**src/rtl/scl_timing_pkg.sv**
```systemverilog
package scl_timing_pkg;

  typedef enum logic [1:0] {
    PH_IDLE = 2'd0,
    PH_LOW  = 2'd1,
    PH_HIGH = 2'd2
  } phase_e;

  localparam int unsigned ADDR_W     = 2;
  localparam int unsigned NUM_REGS   = 3;
  localparam logic [ADDR_W-1:0] ADR_LOW  = 2'd0;
  localparam logic [ADDR_W-1:0] ADR_HIGH = 2'd1;
  localparam logic [ADDR_W-1:0] ADR_HOLD = 2'd2;

  // Phase length = (reg << MULT_SHIFT) + offset
  localparam int unsigned MULT_SHIFT = 2;
  localparam int unsigned LOW_OFS    = 1;
  localparam int unsigned HIGH_OFS   = 3;
  // Extra hold cycles in slave mode, counted from the raw input edge
  localparam int unsigned SLV_EXTRA  = 4;

endpackage

```
**src/rtl/scl_cfg_regs.sv**
```systemverilog
module scl_cfg_regs
  import scl_timing_pkg::*;
#(
  parameter int unsigned       DATA_W   = 8,
  parameter logic [DATA_W-1:0] RST_LOW  = 8'h3F,
  parameter logic [DATA_W-1:0] RST_HIGH = 8'h3F,
  parameter logic [DATA_W-1:0] RST_HOLD = 8'h01
) (
  input  logic              clk,
  input  logic              rst_n,
  input  logic              wr_en,
  input  logic [ADDR_W-1:0] wr_addr,
  input  logic [DATA_W-1:0] wr_data,
  input  logic [ADDR_W-1:0] rd_addr,
  output logic [DATA_W-1:0] rd_data,
  output logic [DATA_W-1:0] cfg_low,
  output logic [DATA_W-1:0] cfg_high,
  output logic [DATA_W-1:0] cfg_hold
);

  localparam logic [NUM_REGS-1:0][DATA_W-1:0] RST_VALS = {RST_HOLD, RST_HIGH, RST_LOW};

  for (genvar i = 0; i < NUM_REGS; i++) begin : g_reg
    logic              wen;
    logic [DATA_W-1:0] q;

    assign wen = wr_en && (wr_addr == ADDR_W'(i));

    always_ff @(posedge clk or negedge rst_n) begin
      if (!rst_n) begin
        q <= RST_VALS[i];
      end else if (wen) begin
        q <= wr_data;
      end
    end
  end

  assign cfg_low  = g_reg[0].q;
  assign cfg_high = g_reg[1].q;
  assign cfg_hold = g_reg[2].q;

  always_comb begin
    case (rd_addr)
      ADR_LOW:  rd_data = cfg_low;
      ADR_HIGH: rd_data = cfg_high;
      ADR_HOLD: rd_data = cfg_hold;
      default:  rd_data = '0;
    endcase
  end

endmodule

```
**src/rtl/scl_phase_gen.sv**
```systemverilog
module scl_phase_gen
  import scl_timing_pkg::*;
#(
  parameter int unsigned DATA_W = 8,
  localparam int unsigned CNT_W = DATA_W + MULT_SHIFT
) (
  input  logic              clk,
  input  logic              rst_n,
  input  logic              run,
  input  logic              abort,
  input  logic [DATA_W-1:0] cfg_low,
  input  logic [DATA_W-1:0] cfg_high,
  output phase_e            phase_q,
  output phase_e            phase_d,
  output logic              scl_out,
  output logic              fall
);

  logic [CNT_W-1:0] cnt_q, cnt_d;
  logic [CNT_W-1:0] low_load, high_load;
  logic             scl_q, fall_q;
  logic             cnt_zero;

  // Counter is loaded with (length - 1) and expires at zero
  assign low_load  = (CNT_W'(cfg_low)  << MULT_SHIFT) + CNT_W'(LOW_OFS - 1);
  assign high_load = (CNT_W'(cfg_high) << MULT_SHIFT) + CNT_W'(HIGH_OFS - 1);
  assign cnt_zero  = (cnt_q == '0);

  always_comb begin
    phase_d = phase_q;
    cnt_d   = cnt_q;
    case (phase_q)
      PH_IDLE: begin
        cnt_d = '0;
        if (run) begin
          phase_d = PH_LOW;
          cnt_d   = low_load;
        end
      end
      PH_LOW: begin
        if (cnt_zero) begin
          phase_d = PH_HIGH;
          cnt_d   = high_load;
        end else begin
          cnt_d = cnt_q - 1'b1;
        end
      end
      PH_HIGH: begin
        if (!cnt_zero) begin
          cnt_d = cnt_q - 1'b1;
        end else if (run) begin
          phase_d = PH_LOW;
          cnt_d   = low_load;
        end else begin
          phase_d = PH_IDLE;
          cnt_d   = '0;
        end
      end
      default: begin
        phase_d = PH_IDLE;
        cnt_d   = '0;
      end
    endcase
    if (abort) begin
      phase_d = PH_IDLE;
      cnt_d   = '0;
    end
  end

  always_ff @(posedge clk or negedge rst_n) begin
    if (!rst_n) begin
      phase_q <= PH_IDLE;
      cnt_q   <= '0;
      scl_q   <= 1'b1;
      fall_q  <= 1'b0;
    end else begin
      phase_q <= phase_d;
      cnt_q   <= cnt_d;
      scl_q   <= (phase_d != PH_LOW);
      fall_q  <= (phase_d == PH_LOW) && (phase_q != PH_LOW);
    end
  end

  assign scl_out = scl_q;
  assign fall    = fall_q;

endmodule

```
**src/rtl/scl_edge_sync.sv**
```systemverilog
module scl_edge_sync #(
  parameter int unsigned SYNC_STAGES = 2
) (
  input  logic clk,
  input  logic rst_n,
  input  logic enable,
  input  logic scl_in,
  output logic fall
);

  logic [SYNC_STAGES-1:0] sync_q, sync_d;
  logic                   prev_q;

  if (SYNC_STAGES == 1) begin : g_one
    assign sync_d = scl_in;
  end else begin : g_chain
    assign sync_d = {sync_q[SYNC_STAGES-2:0], scl_in};
  end

  always_ff @(posedge clk or negedge rst_n) begin
    if (!rst_n) begin
      sync_q <= '1;
      prev_q <= 1'b1;
    end else begin
      sync_q <= sync_d;
      prev_q <= sync_q[SYNC_STAGES-1];
    end
  end

  assign fall = enable && prev_q && !sync_q[SYNC_STAGES-1];

endmodule

```
**src/rtl/sda_hold_timer.sv**
```systemverilog
module sda_hold_timer #(
  parameter int unsigned DLY_W = 9
) (
  input  logic             clk,
  input  logic             rst_n,
  input  logic             fall,
  input  logic [DLY_W-1:0] delay,
  output logic             strobe,
  output logic             overrun,
  output logic             pending
);

  logic             pend_q, pend_d;
  logic [DLY_W-1:0] hcnt_q, hcnt_d;
  logic             fire_now, fire_pend;

  assign fire_now  = fall && (delay == '0);
  assign fire_pend = pend_q && (hcnt_q == '0);
  assign strobe    = fire_now || fire_pend;
  assign overrun   = fall && pend_q && (hcnt_q != '0);
  assign pending   = pend_q;

  always_comb begin
    pend_d = pend_q;
    hcnt_d = hcnt_q;
    if (fall) begin
      pend_d = (delay != '0);
      hcnt_d = (delay != '0) ? (delay - 1'b1) : '0;
    end else if (pend_q) begin
      if (hcnt_q == '0) begin
        pend_d = 1'b0;
      end else begin
        hcnt_d = hcnt_q - 1'b1;
      end
    end
  end

  always_ff @(posedge clk or negedge rst_n) begin
    if (!rst_n) begin
      pend_q <= 1'b0;
      hcnt_q <= '0;
    end else begin
      pend_q <= pend_d;
      hcnt_q <= hcnt_d;
    end
  end

endmodule

```
**src/rtl/i2c_scl_timer.sv**
```systemverilog
module i2c_scl_timer
  import scl_timing_pkg::*;
#(
  parameter int unsigned       DATA_W      = 8,
  parameter int unsigned       SYNC_STAGES = 2,
  parameter logic [DATA_W-1:0] RST_LOW     = 8'h3F,
  parameter logic [DATA_W-1:0] RST_HIGH    = 8'h3F,
  parameter logic [DATA_W-1:0] RST_HOLD    = 8'h01
) (
  input  logic              clk,
  input  logic              rst_n,
  input  logic              wr_en,
  input  logic [1:0]        wr_addr,
  input  logic [DATA_W-1:0] wr_data,
  input  logic [1:0]        rd_addr,
  output logic [DATA_W-1:0] rd_data,
  input  logic              run,
  input  logic              slave_mode,
  input  logic              scl_in,
  output logic              scl_out,
  output logic              sda_strobe,
  output logic              hold_overrun
);

  // SYNC_STAGES must not exceed SLV_EXTRA: the synchronizer latency is
  // taken out of the slave-mode extra delay.
  localparam int unsigned DLY_W    = DATA_W + 1;
  localparam int unsigned SLV_TRIM = SLV_EXTRA - SYNC_STAGES;

  logic [1:0]        rst_pipe;
  logic              rst_ni;
  logic [DATA_W-1:0] cfg_low, cfg_high, cfg_hold;
  phase_e            phase_q, phase_d;
  logic              mst_fall, slv_fall, fall_sel;
  logic [DLY_W-1:0]  hold_dly;
  logic              hold_pend;
  logic              run_eff;

  // Asynchronous assert, synchronous release
  always_ff @(posedge clk or negedge rst_n) begin
    if (!rst_n) begin
      rst_pipe <= '0;
    end else begin
      rst_pipe <= {rst_pipe[0], 1'b1};
    end
  end
  assign rst_ni = rst_pipe[1];

  scl_cfg_regs #(
    .DATA_W  (DATA_W),
    .RST_LOW (RST_LOW),
    .RST_HIGH(RST_HIGH),
    .RST_HOLD(RST_HOLD)
  ) i_regs (
    .clk     (clk),
    .rst_n   (rst_ni),
    .wr_en   (wr_en),
    .wr_addr (wr_addr),
    .wr_data (wr_data),
    .rd_addr (rd_addr),
    .rd_data (rd_data),
    .cfg_low (cfg_low),
    .cfg_high(cfg_high),
    .cfg_hold(cfg_hold)
  );

  assign run_eff = run && !slave_mode;

  scl_phase_gen #(
    .DATA_W(DATA_W)
  ) i_phase (
    .clk     (clk),
    .rst_n   (rst_ni),
    .run     (run_eff),
    .abort   (slave_mode),
    .cfg_low (cfg_low),
    .cfg_high(cfg_high),
    .phase_q (phase_q),
    .phase_d (phase_d),
    .scl_out (scl_out),
    .fall    (mst_fall)
  );

  scl_edge_sync #(
    .SYNC_STAGES(SYNC_STAGES)
  ) i_sync (
    .clk   (clk),
    .rst_n (rst_ni),
    .enable(slave_mode),
    .scl_in(scl_in),
    .fall  (slv_fall)
  );

  assign fall_sel = slave_mode ? slv_fall : mst_fall;
  assign hold_dly = slave_mode ? (DLY_W'(cfg_hold) + DLY_W'(SLV_TRIM))
                               : DLY_W'(cfg_hold);

  sda_hold_timer #(
    .DLY_W(DLY_W)
  ) i_hold (
    .clk    (clk),
    .rst_n  (rst_ni),
    .fall   (fall_sel),
    .delay  (hold_dly),
    .strobe (sda_strobe),
    .overrun(hold_overrun),
    .pending(hold_pend)
  );

endmodule

```
**config.mk**
```make
export PLATFORM = sky130hd
export DESIGN_NAME = i2c_scl_timer
export DESIGN_NICKNAME = d
export VERILOG_FILES = /design/src/rtl/scl_timing_pkg.sv /design/src/rtl/scl_cfg_regs.sv /design/src/rtl/scl_phase_gen.sv /design/src/rtl/scl_edge_sync.sv /design/src/rtl/sda_hold_timer.sv /design/src/rtl/i2c_scl_timer.sv
export SDC_FILE = /design/constraint.sdc
export NUM_CORES = 1
export LEC_CHECK = 0
export BUFFER_PORTS_ARGS = -buffer_cell sky130_fd_sc_hd__buf_2
export CORE_UTILIZATION = 40
export CTS_CLUSTER_DIAMETER = 60
export DETAILED_ROUTE_END_ITERATION = 6
export PLACE_DENSITY = 0.58
export SLEW_MARGIN = 20
export SYNTH_ARGS = -nofsm -noshare
export SYNTH_HDL_FRONTEND = slang
export SYNTH_SLANG_ARGS = --single-unit
```
**constraint.sdc**
```tcl
create_clock -name clk -period 4.82 [get_ports clk]
set_clock_uncertainty 0.05 [all_clocks]
set_input_delay 0.482 -clock clk [delete_from_list [all_inputs] [get_ports clk]]
set_output_delay 0.482 -clock clk [all_outputs]
set_load 0.01 [all_outputs]
```
Word level (Yosys, flattened, before mapping)
Index checks and enable logic that the tools add are counted.
- flip-flop bits (word level): 53
- bits in latches: 0
- memory bits (writable): 0
- memory bits (read-only): 0
- output and inout port bits: 11
- memories: 0
- $add $sub $neg: 5
- $mul: 0
- div/mod/pow operators: 0
- magnitude comparators: 0
- equal/unequal tests: 10
- shift operators: 0
- mux-type cells: 21
- bitwise gates (word level): 0
- reductions and logical operators: 24
- operators with widths (operator ; number):
    2-to-1 mux 9 bit ; 5
    2-to-1 mux 10 bit ; 4
    one-hot mux 10 bit (3 select lines) ; 1
    one-hot mux 8 bit (3 select lines) ; 1
    logical NOT 9 bit ; 2
    nonzero test 9 bit ; 2
    subtractor 9 x 1 -> 9 bit, second input constant ; 2
    logical AND 1 bit ; 11
    adder 10 x 2 -> 10 bit, second input constant ; 1
    logical NOT 10 bit ; 1
    subtractor 10 x 1 -> 10 bit, second input constant ; 1
    adder 8 x 2 -> 9 bit, second input constant ; 1
    equality test 2 x 1 -> 1 bit, second input constant ; 4
    2-to-1 mux 2 bit ; 4
    equality test 2 bit, second input constant ; 3
    logical NOT 2 bit ; 3
    inequality test 2 x 1 -> 1 bit, second input constant ; 3
    one-hot mux 2 bit (3 select lines) ; 1
    2-to-1 mux 1 bit ; 5
    logical NOT 1 bit ; 2
    AND reduction 2 bit ; 1
    nonzero test 2 bit ; 1
    logical OR 1 bit ; 1

Logic depth before layout (Yosys ltp)
Gate-level depths: netlist of run 1.
- word-level depth: 8
- gate-level depth with buffers: 9

Cells and area by module
A second synthesis of run 1 with hierarchy kept.
- cell total of the unflattened synthesis: 286
- area total of the unflattened synthesis: 3111.7 um2
- by module, submodules not included (module ; times used ; cells an instance ; area each (um2)):
    scl_cfg_regs ; 1 ; 71 ; 1099.8
    scl_phase_gen ; 1 ; 100 ; 914.6
    sda_hold_timer ; 1 ; 88 ; 802.0
    i2c_scl_timer ; 1 ; 23 ; 207.7
    scl_edge_sync ; 1 ; 4 ; 87.6

Worst setup path before layout of run 1
OpenSTA, ideal clock, no wires.
- path kind: input-to-output
- from: input slave_mode
- to: output sda_strobe
- arrival time: 2.486 ns
- setup slack: 1.802 ns
- stages on the path: 9
- cells stage by stage: buf_2 > buf_1 > xnor2_1 > ha_1 > nor4b_1 > a21oi_1 > a211o_1 > nor2_1 > a22o_1
- longest elaborated chain between the ends: 5
- elaborated cells between the ends (all ways): 7
- RTL lines (what ; RTL line ; source):
    start: declaration ; i2c_scl_timer.sv:18 ; input logic slave_mode,
    parallel branches: the longest is 3 deep, another holds 2-to-1 mux 9 bit ; n/a ;
    logical AND 1 bit (*) ; sda_hold_timer.sv:17 ; assign fire_now = fall && (delay == '0);
    logical OR 1 bit (*) ; sda_hold_timer.sv:19 ; assign strobe = fire_now || fire_pend;
    end: declaration ; i2c_scl_timer.sv:21 ; output logic sda_strobe,
Mark *: on every way between the ends.

Worst setup path in the final report of run 1
Ends and elaborated chain as after synthesis.

==> flow_summary.yaml, run 1 <==
run_status:
  status: "completed"
detailed_routing:
  vias_per_cell: 5.55
  drt_iter0_drc: 222
  post_drt_wl_per_cell_um: 16.3
  wirelength_um: 7420
  dr.pass1.iters: 4
  drtAntennaViolNets: 0
  vias: 2533
  drc_errors: 0
sta:
  rsz0062_at_grt: "false"
  slew_violations: 0
  hold_violations: 0
  fin_crit_ns: 3.23
  finalSetupTns_ns: 0
  fmax_mhz: 309
  worst_slew_pin_slew_ns: 0.752
  min_period_over_period_pct: 67.1
  setup_viol: 0
  relSlewSlack_pct: 49.2
yosys:
  netlist.area_leader.share_pct: 28.0
  synth_edf_count: 0
  ys_ff_latch: 53
  synthMuxAreaShare_pct: 12.0
  ys_types: 68
  synth_area_um2: 3220
  synth_compound_area_share_pct: 16.7
  yosysSeqAreaShare_pct: 41.8
  synthXorXnorAreaFrac_pct: 4.89
  yosys_warnings: 0
  postSynthAreaPerCell_um2: 9.83
  yosys.area.top_type: "dfrtp_1"
  synth-simple-area-share_pct: 18.6
  synth_top_family_by_area: "simple AND/OR/NAND/NOR gates"
  synth_area_leaders: "dfrtp_1, dfstp_2, mux2_2, nand2_1, o21ai_0"
  synth_fa_ha_area_share_pct: 1.94
  async_flop_share_pct: 100
  synthFlopType: "dfrtp_1"
  synth_nets: 351
  netlist_instances: 328
clock_tree:
  clock_sinks: 53
  ctsResizeCount: 0
  cts_buffers: 5
  cts_tree: "yes"
  root_buffer: "clkbuf_8"
  clock_latency_ns: 0.30
  path_clk_slew_ns: 0.09
  h-tree-depth: 2
  cts_buffer_depth: 2
setup_path:
  cp_max_fo: 22
  critPathCapture: "sda_strobe"
  r2r_slack_ns: 2.16
  cp_common_cell: "buf_2"
  reg2reg_to: "i_phase.phase_q[0]"
  endpoint_kind: "output port"
  crit_start: "slave_mode"
  crit_chain: "buf_2, xnor2_1, ha_1, nor4b_1, a21oi_1, a211o_1, nor2_1, a22o_1, buf_2"
  setup.worst_path.class: "input port to output port"
  worstPathRequired_ns: 4.29
  cp_slowest_cell: "nor2_1"
  r2r_cells: 7
  cp.arrival_ns: 2.70
  critPathMaxStageDelay_ns: 0.35
  startpoint_type: "input port"
  timing.rr.start: "i_phase.cnt_q[0]"
worst_hold_path:
  worstHoldPathType: "flip-flop to asynchronous set/reset pin"
power:
  p_per_area_nw_per_um2: 518
  leakagePower_nw: 1.43
  ir_worst_vdd_mv: 0.205
layout:
  fin_nets: 376
  diodes: 0
  final_common_cell: "nand2_1"
  final_util_pct: 45.3
  drive_gt1_share_pct: 26.0
  fillers: 779
  area_growth_pct: 9.16
  stdcell_area_um2: 3520
  register_area_um2: 1350
  mostFrequentLayoutCells: "nand2_1, dfrtp_1, buf_2"
  multi_input_area_um2: 1740
place:
  io_buffers: 28
  routabilityCongestion: 0.862
  place_area_um2: 3420
  dpl.hpwl_um: 5610
floorplanning:
  io_pins: 29
  rows: 32
  die_h_um: 91.8
  die-area_um2: 8420
  initial_utilization_pct: 41.5
  fp.dieW_um: 91.8
  core_um2: 7770
grt:
  grt_pass1_vias: 2367
  grt_util_all_layers_pct: 18.2
  grt_max_degree: 36
  grt-ovfl-total: 0
  antenna_found_initial: 0
  grt_pass1_wl_um: 11900
flow_run:
  max-cap-violations: 0
how the worst min path moves through the flow:
stage	slack [ns]	start	endpoint	depth (start not counted)
CTS	0.16	rst_pipe[1]	i_hold.hcnt_q[6]	0
global route	0.19	rst_pipe[1]	i_hold.hcnt_q[6]	0
floorplan	0.14	rst_n	rst_pipe[0]	0
global placement	0.15	rst_pipe[1]	i_hold.hcnt_q[6]	0
detailed placement	0.15	rst_pipe[1]	i_hold.hcnt_q[6]	0
finish	0.13	rst_pipe[1]	i_hold.hcnt_q[1]	0
power by group:
part           total, mW  leakage, nW  switching, mW  internal (mW)
sequential         0.740        0.627          0.155          0.585
clock              0.243       0.0385          0.140          0.103
combinational      0.840        0.770          0.466          0.374
total               1.82         1.43          0.761           1.06
registers in the layout, indices dropped and copies added (netlist names):
register / cells
i_phase.scl_out: 1
i_hold.hcnt_q: 9
i_phase.fall: 1
i_regs.cfg_high: 8
i_regs.cfg_low: 8
i_sync.prev_q: 1
i_sync.sync_q: 2
i_hold.pending: 1
i_phase.cnt_q: 10
i_phase.phase_q: 2
rst_pipe: 2
i_regs.cfg_hold: 8
area by class of cell:
| type | count | share of cell area [%] |
|---|---|---|
| Clock inverter | 1 | 0.213 |
| Inverter | 11 | 1.17 |
| Clock buffer | 7 | 2.17 |
| Timing Repair Buffer | 32 | 4.91 |
| Multi-Input combinational cell | 250 | 49.6 |
| Sequential cell | 53 | 38.3 |
| Tap cell | 102 | 3.63 |
worst max-delay path: cells and delay by family:
family,cells,cell delay (ns)
AOI/OAI and AO/OA,3,0.68
xor gates and xnor gates,1,0.17
adders and majority gates,1,0.21
buffers and inverters,2,0.46
and+or+nand+nor,2,0.69
cell usage after synthesis (all sizes together) (7+ instances only):
cell type and instances:
dfrtp 36, clkbuf 7, xnor2 12, o21ai 27
nand2 37, mux2i 10, mux2 25, a21oi 11
inv 11, dfstp 17, nor2 19, nor3 8
metal layers:
| layer | routed length [µm] | global-route usage (%) | part of all wire (%) |
|---|---|---|---|
| met1 | 3690 | 25.7 | 50 |
| met2 | 3460 | 29.1 | 47 |
| met5 | 0 | 0 | 0 |
| met4 | 42 | 3.91 | 0.57 |
| met3 | 224 | 3.32 | 3.0 |
cells by family after synthesis:
kind of cell / after synthesis
and+or+nand+nor: 111
adders and majority gates: 5
muxes: 35
other: 1
DFF: 53
AOI/OAI and AO/OA: 80
xor gates and xnor gates: 18
buffers and inverters: 25
repair_timing:
item,in CTS,in global routing
hold buffers,1,0
setup endpoints to repair,0,0
buffers inserted,0,0
endpoints found under the hold margin,2,0
stage by stage:
step | setup WS (ns) | hold WS, ns | std cells | total power [mW]
floorplan | 1.80 | 0.136 | 328 | 1.39
global placement | 1.64 | 0.154 | 447 | 1.57
detailed placement | 1.58 | 0.149 | 447 | 1.58
global route | 1.41 | 0.188 | 456 | 1.97
CTS | 1.58 | 0.160 | 456 | 1.84
finish | 1.59 | 0.135 | 456 | 1.82
No activity file was read; power rests on OpenSTA's default activity.
==> run 2, diff against run 1 <==
==> constraint.sdc (replaced) <==
create_clock -name clk -period 3.21 [get_ports clk]
set_clock_uncertainty 0.05 [all_clocks]
set_input_delay 0.321 -clock clk [delete_from_list [all_inputs] [get_ports clk]]
set_output_delay 0.321 -clock clk [all_outputs]
set_load 0.01 [all_outputs]
==> run 2 against run 1 <==
Cell area increased by 1.0%. Core utilization increased by 0.45 points. Sequential share of layout area decreased by 0.31 points. Hold slack got worse by 0.080 ns. Die area unchanged. Setup slack got worse by 1.2 ns. Clock power increased by 71%. Clock-buffer cell count unchanged. Flip-flop and latch count unchanged. Power increased by 54%. Combinational power increased by 51%.
==> flow_summary.yaml, run 2 (synthesis gave the netlist of run 1 again) <==
sta:
  finalSetupTns_ns: 0
  fmax_mhz: 356
  relSlewSlack_pct: 40.6
  fin_crit_ns: 2.81
  slew_violations: 0
  min_period_over_period_pct: 87.4
  whs_ns: 0.0547
  hold_violations: 0
  rsz0062_at_grt: "false"
  worst_slew_pin_slew_ns: 0.879
  setup_viol: 0
grt:
  grt_pass1_vias: 2353
  antenna_found_initial: 0
  grt_util_all_layers_pct: 18.5
  grt-ovfl-total: 0
  grt_pass1_wl_um: 12200
  grt_max_degree: 49
power:
  leakagePower_nw: 1.46
  ir_worst_vdd_mv: 0.401
  p_per_area_nw_per_um2: 789
clock_tree:
  cts_tree: "yes"
  ctsResizeCount: 0
  clock_latency_ns: 0.30
  cts_hold_buf: 1
  h-tree-depth: 2
  post-cts-setup-buffer-count: 0
  cts_buffers: 5
  root_buffer: "clkbuf_8"
  cts_buffer_depth: 2
  path_clk_slew_ns: 0.09
  clock_sinks: 53
detailed_routing:
  drtAntennaViolNets: 0
  drt_iter0_drc: 173
  vias: 2544
  dr.pass1.iters: 4
  post_drt_wl_per_cell_um: 16.0
  drc_errors: 0
  vias_per_cell: 5.55
  wirelength_um: 7330
layout:
  diodes: 0
  area_growth_pct: 10.2
  fin_nets: 378
  drive_gt1_share_pct: 27.0
  stdcell_area_um2: 3550
  final_common_cell: "nand2_1"
  mostFrequentLayoutCells: "nand2_1, dfrtp_1, buf_2"
  largestRegisters: "i_phase.cnt_q (10), i_hold.hcnt_q (9)"
  final_util_pct: 45.7
  regMostFlops: "i_phase.cnt_q"
  largest_register_ffs: 10
setup_path:
  startpoint_type: "flip-flop"
  setup.worst_path.class: "flip-flop to output port"
  cp_max_fo: 8
  endpoint_kind: "output port"
  worstPathRequired_ns: 2.84
  cp.arrival_ns: 2.44
place:
  routabilityCongestion: 0.846
  place_area_um2: 3440
  dpl.hpwl_um: 5480
  io_buffers: 28
worst_hold_path:
  worstHoldPathType: "input port to flip-flop"
floorplanning:
  rows: 32
  io_pins: 29
  die-area_um2: 8420
  die_h_um: 91.8
  core_um2: 7770
  fp.dieW_um: 91.8
  initial_utilization_pct: 41.5
run_status:
  status: "completed"
flow_run:
  max-cap-violations: 0
run 2: stage by stage:
stage	worst slack, ns	std cells	power (mW)
3_5_place_dp	0.547	449	2.39
5_1_grt	0.161	458	3.02
2_1_floorplan	0.514	328	2.08
6_report	0.403	458	2.80
4_1_cts	0.398	458	2.81
3_3_place_gp	0.610	449	2.38
run 2: layout make-up:
cell class,count,area [µm²]
Fill cell,771,4210
Multi-Input combinational cell,250,1740
Sequential cell,53,1350
Timing Repair Buffer,34,188
Tap cell,102,128
Clock buffer,7,96.3
Inverter,11,41.3
Clock inverter,1,5.00
run 2: worst max-delay path: stages, from the launching register on:
cell	delay [ns]
dfrtp_1	0.48
xnor2_1	0.19
ha_1	0.21
nor4b_1	0.34
a21oi_1	0.16
a211o_1	0.32
nor2_1	0.17
a22o_1	0.14
buf_2	0.12
run 2: path summary, 6_finish.rpt:
kind | end | cells past startpoint | slack (ns) | start
min in group asynchronous | rst_pipe[1] | 2 | 0.26 | rst_n
hold / removal | i_sync.sync_q[0] | 1 | 0.05 | scl_in
hold reg to reg | rst_pipe[1] | 0 | 0.30 | rst_pipe[0]
max in group asynchronous | i_regs.cfg_high[0] | 1 | 2.21 | rst_pipe[1]
setup / recovery | sda_strobe | 8 | 0.40 | i_regs.cfg_hold[1]
setup reg to reg | i_hold.hcnt_q[5] | 6 | 0.82 | i_regs.cfg_hold[2]
run 2: power breakdown:
group | switching (mW) | internal (mW)
clock | 0.219 | 0.196
combinational | 0.692 | 0.581
sequential | 0.236 | 0.879
run 2: routing by layer:
| layer | vias up | track usage [%] | routed length [µm] |
|---|---|---|---|
| li1 | 1260 | - | - |
| met1 | 1209 | 27.7 | 3680 |
| met2 | 65 | 27.6 | 3250 |
| met3 | 10 | 3.07 | 287 |
| met4 | 0 | 4.82 | 105 |
| met5 | - | 0 | 0 |
